### src/rtl/ramp_seq_pkg.sv
// Shared types for the ramp sequencer: register field codes and mode bits.
package ramp_seq_pkg;

    // Field codes for the per-channel register write port.
    typedef enum logic [2:0] {
        FLD_MODE     = 3'd0,
        FLD_LO       = 3'd1,
        FLD_HI       = 3'd2,
        FLD_STEP     = 3'd3,
        FLD_HI_DWELL = 3'd4,
        FLD_LO_DWELL = 3'd5,
        FLD_SRC      = 3'd6,
        FLD_LEVEL    = 3'd7
    } field_e;

    // Pattern mode, packed in the bit order of the mode field (bit4 .. bit0).
    typedef struct packed {
        logic up;          // bit4: start at lower index, walk upward
        logic rep;         // bit3: repeat
        logic bounce;      // bit2: turn around at the far end
        logic hold_hi_en;  // bit1: dwell on upper entry
        logic hold_lo_en;  // bit0: dwell on lower entry
    } mode_t;

endpackage

### src/rtl/ramp_lut.sv
// Shared brightness table with one write port and one combinational read
// port per channel. Assumes writes and reads are in the same clock domain.
module ramp_lut #(
    parameter int DEPTH = 64,
    parameter int DW    = 9,
    parameter int NCH   = 2,
    localparam int IW   = $clog2(DEPTH)
) (
    input  logic              clk,
    input  logic              rst_n,
    input  logic              we,
    input  logic [IW-1:0]     waddr,
    input  logic [DW-1:0]     wdata,
    input  logic [NCH*IW-1:0] rd_idx,
    output logic [NCH*DW-1:0] rd_data
);
    logic [DW-1:0] mem [DEPTH];

    // Table storage: cleared on reset, one entry written per cycle.
    always_ff @(posedge clk) begin
        if (!rst_n) begin
            for (int i = 0; i < DEPTH; i++) mem[i] <= '0;
        end else if (we) begin
            mem[waddr] <= wdata;
        end
    end

    for (genvar g = 0; g < NCH; g++) begin : g_rd
        // Read port for channel g.
        assign rd_data[g*DW +: DW] = mem[rd_idx[g*IW +: IW]];
    end
endmodule

### src/rtl/ramp_chan_regs.sv
// Per-channel configuration registers, written one field at a time.
// Assumes the write data is right-aligned and wide enough for every field.
module ramp_chan_regs
    import ramp_seq_pkg::*;
#(
    parameter int IW      = 6,
    parameter int DW      = 9,
    parameter int STEP_W  = 9,
    parameter int PAUSE_W = 8,
    parameter int CFG_W   = 9
) (
    input  logic               clk,
    input  logic               rst_n,
    input  logic               we,
    input  field_e             sel,
    input  logic [CFG_W-1:0]   wdata,
    output mode_t              mode,
    output logic [IW-1:0]      lo,
    output logic [IW-1:0]      hi,
    output logic [STEP_W-1:0]  step_len,
    output logic [PAUSE_W-1:0] hi_dwell,
    output logic [PAUSE_W-1:0] lo_dwell,
    output logic               src_ramp,
    output logic               src_level,
    output logic [DW-1:0]      level
);
    // Field write decode and storage.
    always_ff @(posedge clk) begin
        if (!rst_n) begin
            mode      <= '0;
            lo        <= '0;
            hi        <= '0;
            step_len  <= '0;
            hi_dwell  <= '0;
            lo_dwell  <= '0;
            src_ramp  <= 1'b0;
            src_level <= 1'b0;
            level     <= '0;
        end else if (we) begin
            unique case (sel)
                FLD_MODE:     mode     <= mode_t'(wdata[4:0]);
                FLD_LO:       lo       <= wdata[IW-1:0];
                FLD_HI:       hi       <= wdata[IW-1:0];
                FLD_STEP:     step_len <= wdata[STEP_W-1:0];
                FLD_HI_DWELL: hi_dwell <= wdata[PAUSE_W-1:0];
                FLD_LO_DWELL: lo_dwell <= wdata[PAUSE_W-1:0];
                FLD_SRC: begin
                    src_ramp  <= wdata[1];
                    src_level <= wdata[2];
                end
                FLD_LEVEL:    level    <= wdata[DW-1:0];
                default: ;
            endcase
        end
    end
endmodule

### src/rtl/ramp_engine.sv
// Index sequencer for one channel. It counts ticks into steps and steps into
// entry dwells, then moves the index up, down, wraps, turns or stops as the
// mode asks. Assumes lo < hi, or lo == hi to mean the whole table.
module ramp_engine
    import ramp_seq_pkg::*;
#(
    parameter int DEPTH   = 64,
    parameter int STEP_W  = 9,
    parameter int PAUSE_W = 8,
    localparam int IW     = $clog2(DEPTH)
) (
    input  logic               clk,
    input  logic               rst_n,
    input  logic               tick,
    input  logic               start,
    input  mode_t              mode,
    input  logic [IW-1:0]      lo,
    input  logic [IW-1:0]      hi,
    input  logic [STEP_W-1:0]  step_len,
    input  logic [PAUSE_W-1:0] hi_dwell,
    input  logic [PAUSE_W-1:0] lo_dwell,
    output logic [IW-1:0]      idx,
    output logic               busy,
    output logic               done
);
    logic [IW-1:0]      idx_q, idx_n, span_lo, span_hi;
    logic               up_q, up_n, turned_q, turned_n, run_q, run_n, done_q, done_n;
    logic [STEP_W-1:0]  tick_cnt;
    logic [PAUSE_W-1:0] step_cnt, extra;
    logic               at_top, at_bot, at_end, step_last, dwell_last;

    // Effective window: equal indexes select the whole table.
    always_comb begin
        span_lo = (lo == hi) ? '0 : lo;
        span_hi = (lo == hi) ? IW'(DEPTH - 1) : hi;
    end

    // End detection, dwell length and counter limits.
    always_comb begin
        at_top     = (idx_q == span_hi);
        at_bot     = (idx_q == span_lo);
        at_end     = up_q ? at_top : at_bot;
        extra      = (at_top && mode.hold_hi_en) ? hi_dwell :
                     (at_bot && mode.hold_lo_en) ? lo_dwell : '0;
        step_last  = (step_len == '0) || (tick_cnt == step_len - 1'b1);
        dwell_last = (step_cnt == extra);
    end

    // Next index and direction once the current dwell ends.
    always_comb begin
        idx_n    = idx_q;
        up_n     = up_q;
        turned_n = turned_q;
        run_n    = run_q;
        done_n   = done_q;
        if (!at_end) begin
            idx_n = up_q ? idx_q + 1'b1 : idx_q - 1'b1;
        end else if (mode.bounce && !turned_q) begin
            up_n     = !up_q;
            turned_n = 1'b1;
            idx_n    = up_q ? idx_q - 1'b1 : idx_q + 1'b1;
        end else if (mode.rep) begin
            if (mode.bounce) begin
                up_n     = !up_q;
                turned_n = 1'b0;
                idx_n    = up_q ? idx_q - 1'b1 : idx_q + 1'b1;
            end else begin
                idx_n = up_q ? span_lo : span_hi;
            end
        end else begin
            run_n  = 1'b0;
            done_n = 1'b1;
        end
    end

    // Sequencer state: start has priority over tick.
    always_ff @(posedge clk) begin
        if (!rst_n) begin
            idx_q    <= '0;
            up_q     <= 1'b0;
            turned_q <= 1'b0;
            run_q    <= 1'b0;
            done_q   <= 1'b0;
            tick_cnt <= '0;
            step_cnt <= '0;
        end else if (start) begin
            idx_q    <= mode.up ? span_lo : span_hi;
            up_q     <= mode.up;
            turned_q <= 1'b0;
            run_q    <= 1'b1;
            done_q   <= 1'b0;
            tick_cnt <= '0;
            step_cnt <= '0;
        end else if (run_q && tick) begin
            if (!step_last) begin
                tick_cnt <= tick_cnt + 1'b1;
            end else begin
                tick_cnt <= '0;
                if (!dwell_last) begin
                    step_cnt <= step_cnt + 1'b1;
                end else begin
                    step_cnt <= '0;
                    idx_q    <= idx_n;
                    up_q     <= up_n;
                    turned_q <= turned_n;
                    run_q    <= run_n;
                    done_q   <= done_n;
                end
            end
        end
    end

    assign idx  = idx_q;
    assign busy = run_q;
    assign done = done_q;
endmodule

### src/rtl/ramp_sequencer.sv
// Top level: shared table, per-channel registers and engines, and the duty
// source select. Assumes tick is a single-cycle pulse in the clk domain.
module ramp_sequencer
    import ramp_seq_pkg::*;
#(
    parameter int NCH     = 2,
    parameter int DEPTH   = 64,
    parameter int DW      = 9,
    parameter int STEP_W  = 9,
    parameter int PAUSE_W = 8,
    localparam int IW     = $clog2(DEPTH),
    localparam int CSW    = (NCH > 1) ? $clog2(NCH) : 1,
    localparam int CW_A   = (STEP_W > DW) ? STEP_W : DW,
    localparam int CW_B   = (CW_A > PAUSE_W) ? CW_A : PAUSE_W,
    localparam int CFG_W  = (CW_B > IW) ? CW_B : IW
) (
    input  logic              clk,
    input  logic              rst_n,
    input  logic              tick,
    input  logic              lut_we,
    input  logic [IW-1:0]     lut_addr,
    input  logic [DW-1:0]     lut_data,
    input  logic              cfg_we,
    input  logic [CSW-1:0]    cfg_chan,
    input  logic [2:0]        cfg_sel,
    input  logic [CFG_W-1:0]  cfg_data,
    input  logic              start_we,
    input  logic [NCH-1:0]    start_mask,
    output logic [NCH*DW-1:0] duty,
    output logic [NCH-1:0]    busy,
    output logic [NCH-1:0]    done
);
    logic [NCH*IW-1:0] rd_idx;
    logic [NCH*DW-1:0] rd_data;

    ramp_lut #(.DEPTH(DEPTH), .DW(DW), .NCH(NCH)) u_lut (
        .clk(clk), .rst_n(rst_n), .we(lut_we), .waddr(lut_addr),
        .wdata(lut_data), .rd_idx(rd_idx), .rd_data(rd_data)
    );

    for (genvar g = 0; g < NCH; g++) begin : g_ch
        mode_t              mode;
        logic [IW-1:0]      lo, hi;
        logic [STEP_W-1:0]  step_len;
        logic [PAUSE_W-1:0] hi_dwell, lo_dwell;
        logic               src_ramp, src_level;
        logic [DW-1:0]      level;
        logic               sel_me;

        // Register write steering for this channel.
        assign sel_me = cfg_we && (cfg_chan == CSW'(g));

        ramp_chan_regs #(
            .IW(IW), .DW(DW), .STEP_W(STEP_W), .PAUSE_W(PAUSE_W), .CFG_W(CFG_W)
        ) u_regs (
            .clk(clk), .rst_n(rst_n), .we(sel_me), .sel(field_e'(cfg_sel)),
            .wdata(cfg_data), .mode(mode), .lo(lo), .hi(hi),
            .step_len(step_len), .hi_dwell(hi_dwell), .lo_dwell(lo_dwell),
            .src_ramp(src_ramp), .src_level(src_level), .level(level)
        );

        ramp_engine #(.DEPTH(DEPTH), .STEP_W(STEP_W), .PAUSE_W(PAUSE_W)) u_eng (
            .clk(clk), .rst_n(rst_n), .tick(tick),
            .start(start_we && start_mask[g]), .mode(mode), .lo(lo), .hi(hi),
            .step_len(step_len), .hi_dwell(hi_dwell), .lo_dwell(lo_dwell),
            .idx(rd_idx[g*IW +: IW]), .busy(busy[g]), .done(done[g])
        );

        // Duty source select: ramp first, then fixed level, else zero.
        assign duty[g*DW +: DW] = src_ramp  ? rd_data[g*DW +: DW] :
                                  src_level ? level : '0;
    end
endmodule

### config.mk
export PLATFORM = sky130hd
export DESIGN_NAME = ramp_sequencer
export DESIGN_NICKNAME = d
export VERILOG_FILES = /design/src/rtl/ramp_seq_pkg.sv /design/src/rtl/ramp_lut.sv /design/src/rtl/ramp_chan_regs.sv /design/src/rtl/ramp_engine.sv /design/src/rtl/ramp_sequencer.sv
export SDC_FILE = /design/constraint.sdc
export NUM_CORES = 2
export LEC_CHECK = 0
export BUFFER_PORTS_ARGS = -buffer_cell sky130_fd_sc_hd__buf_2
export CORE_MARGIN = 3
export CORE_UTILIZATION = 40
export DETAILED_ROUTE_END_ITERATION = 12
export PLACE_DENSITY = 0.66
export SETUP_SLACK_MARGIN = 0.3
export SLEW_MARGIN = 5
export SYNTH_ARGS = -nofsm -noshare
export SYNTH_HDL_FRONTEND = slang
export SYNTH_HIERARCHICAL = 1
export SYNTH_SLANG_ARGS = --single-unit
### constraint.sdc
create_clock -name clk -period 3.05 [get_ports clk]
set_input_delay 0 -clock clk [delete_from_list [all_inputs] [get_ports clk]]
set_output_delay 0 -clock clk [all_outputs]
set_load 0.1 [all_outputs]
==> results.md <==
- Violated checks: setup timing
- GR Overflow Total: 0
- # nets final: 3583
- Sequential cell area fraction in the yosys report: 0.498
- # port buffers: 57
- Via count: 29.8k
- Post-layout util: 0.487
- Die Wd: 327 microns
- Pin slew with the least headroom to its limit: 1.20 ns
- DRC: 0
- Most used DFF post-synth: edfxtp_1
- Post-synth ARST share: 0
- Gr usage total: 0.241
- Post-synth EDFFs: 576
- Class of the worst hold path: in -> reg
- Crit path time final: 3.33 ns
- Worst reg2reg setup slack: -0.16 ns
- Setup tns final: -5.29 ns
- Share of cells above drive strength 1: 0.281
- Initial antenna violation count: 2
- Worst Path Arrival: 3.33 ns
- Hold_ws: 0.0777 ns
- Most common cell after layout, fill and taps aside: and2_1
- Run status: finished, violations left
- Cell area after synthesis: 41200 sq um
- Final Total Pwr: 0.0299 W
- HPWL after DPL: 86800 microns
- Final setup fails: 32
- PD cells: 603 nW/um^2
- RSZ-0062 raised after global routing: yes
- Mean area per synthesized cell: 12.4 sq um
- Antenna-violating nets left: 0
- Net Count, Synth: 3372
- Htree depth: 3
- Starting Density: 0.404
- Row cnt: 117
- Mapped Cells: 3326
- Final worst slack: -0.283 ns
- Max-slew violation count: 0
- Largest net degree at the start of global routing: 138
- Crit Path Class: reg -> out
- Wire per inst: 26.3 microns
- Critical-path maximum fanout: 8
- Most frequent cells in the layout: and2_1, edfxtp_1, mux4_2, buf_4, nand2_1
- Syn. warnings: 6
- Routability congestion estimate: 0.965
- CP required: 3.05 ns
- Clk slew on worst S/H paths: 0.06 ns
- DRT Pass-1 Iters: 6
- I/O pins: 58
- Bufs on Longest Clock Path: 3
- Die Span Y: 327 microns
- Core ar.: 102000 sq um
- WL final: 131000 microns
- Worst VDD drop: 0.443 mV
- Tcrit/Tclk final: 1.09
- TritonCTS sink count: 736
- Fmax: 300 MHz
- Setup Skew: 0.0216 ns
- DR iter-0 viols: 3735
- Final hold violations: 0
- Die ar.: 107000 sq um
- CTS root buffer: clkbuf_16
- Startpoint Class: flop
- Max_cap viols: 0
- Cts bufs inserted: 80
- CTS tree: built
- First-pass GRT wire length: 193000 microns
- Fillers: 8761
- Syn-to-layout area delta: 20.6%
- Place WS: 0.00850 ns
- Slew margin rel.: 0.190
- Endpoint type of the worst setup path: output pin
- Synthesized flop and latch total: 736
- Leakage: 17.4 nW
- Number of distinct library cells after synthesis: 98
- Number of global-route vias before repair: 29.4k
- Vias per cell: 6.00
- Clock Latency Late Sink: 0.65 ns
## metrics by stage
step                cells  cell area, sq um
global route         4968             49600
floorplan            3326             41300
finish               4969             49600
CTS                  4948             49000
detailed placement   4726             44200
global placement     4726             44200
## critical path, cell delays in order, from the launching register on
cell	delay, ns
dfxtp_4	0.39
buf_12	0.16
buf_12	0.14
buf_8	0.11
mux4_2	0.49
or3_4	0.35
o221ai_2	0.08
nand2b_1	0.13
a22o_1	0.30
a22o_1	0.33
buf_12	0.19
## per-layer routing
layer / global-route usage / up-vias / share of wire
li1: - / 12948 / -
met1: 0.326 / 14951 / 0.39
met2: 0.380 / 1648 / 0.46
met3: 0.0480 / 289 / 0.10
met4: 0.0976 / 0 / 0.044
met5: 0 / - / 0
## registers in the layout, indices dropped and copies added (netlist names)
name,count
g_ch.u_eng/done,2
g_ch.u_eng/turned_q,2
g_ch.u_regs/lo,12
g_ch.u_eng/step_cnt,16
g_ch.u_regs/level,18
g_ch.u_regs/hi_dwell,16
g_ch.u_eng/tick_cnt,18
g_ch.u_eng/busy,2
g_ch.u_regs/lo_dwell,16
g_ch.u_eng/idx,12
g_ch.u_regs/step_len,18
g_ch.u_regs/src_level,2
g_ch.u_regs/hi,12
g_ch.u_regs/src_ramp,2
g_ch.u_eng/up_q,2
u_lut/mem,576
g_ch.u_regs/mode,10
## synth_stat cells (44+ instances only)
cell      count  area, sq um
a22oi_1      61          458
and2_1      594         3720
buf_2        61          305
clkbuf_1    143          537
dfxtp_1     160         3200
edfxtp_1    576        17300
mux2i_1     202         2020
mux4_2      261         5880
nand2_1     235          882
nand3_1      70          350
nand4_1      55          344
nor2_1      122          458
o21ai_0     104          521
xnor2_1      44          385
## area by class of cell
type | count | area [sq um] | area share
flip-flops and latches | 736 | 20500 | 0.414
multi-input cells | 2287 | 20300 | 0.408
repair buffers | 399 | 4270 | 0.0860
clock buffers | 94 | 2080 | 0.0420
well taps | 1368 | 1710 | 0.0345
clock inverters | 51 | 622 | 0.0125
inverters | 33 | 129 | 0.00260
diodes | 1 | 2.50 | 0.0000504
## logic make-up after synthesis
family          Yosys count  synth area share
mux                     479             0.198
simple gates           1328             0.182
compound gates          393            0.0672
fa+ha+maj                10           0.00304
buf+inv                 304            0.0355
flops                   736             0.498
xor+xnor                 76            0.0162
## final timing paths
path                           startpoint                 endpoint  cells after the start
setup reg to reg     g_ch[1].u_eng/idx[0]   g_ch[1].u_eng/turned_q                     13
setup / recovery     g_ch[0].u_eng/idx[0]                  duty[3]                     10
hold reg to reg   g_ch[1].u_regs/level[3]  g_ch[1].u_regs/level[3]                      2
hold / removal                   start_we       g_ch[1].u_eng/busy                      5
## power by group
part           internal (W)  switching [W]  total [W]  leakage (nW)
logic               0.00378        0.00445    0.00823          9.32
clock network       0.00581        0.00425     0.0101          1.30
registers            0.0113       0.000346     0.0116          6.78
total                0.0209        0.00905     0.0299          17.4
## what timing repair did
item	4_1_cts	5_1_grt
buffers inserted	36	17
setup endpoints to repair	54	70
hold buffers	19	0
gates cloned	22	3
resized for setup	235	95
hold endpoints to repair	170	0
pin swaps	46	62
No activity file was read; power rests on OpenSTA's default activity.
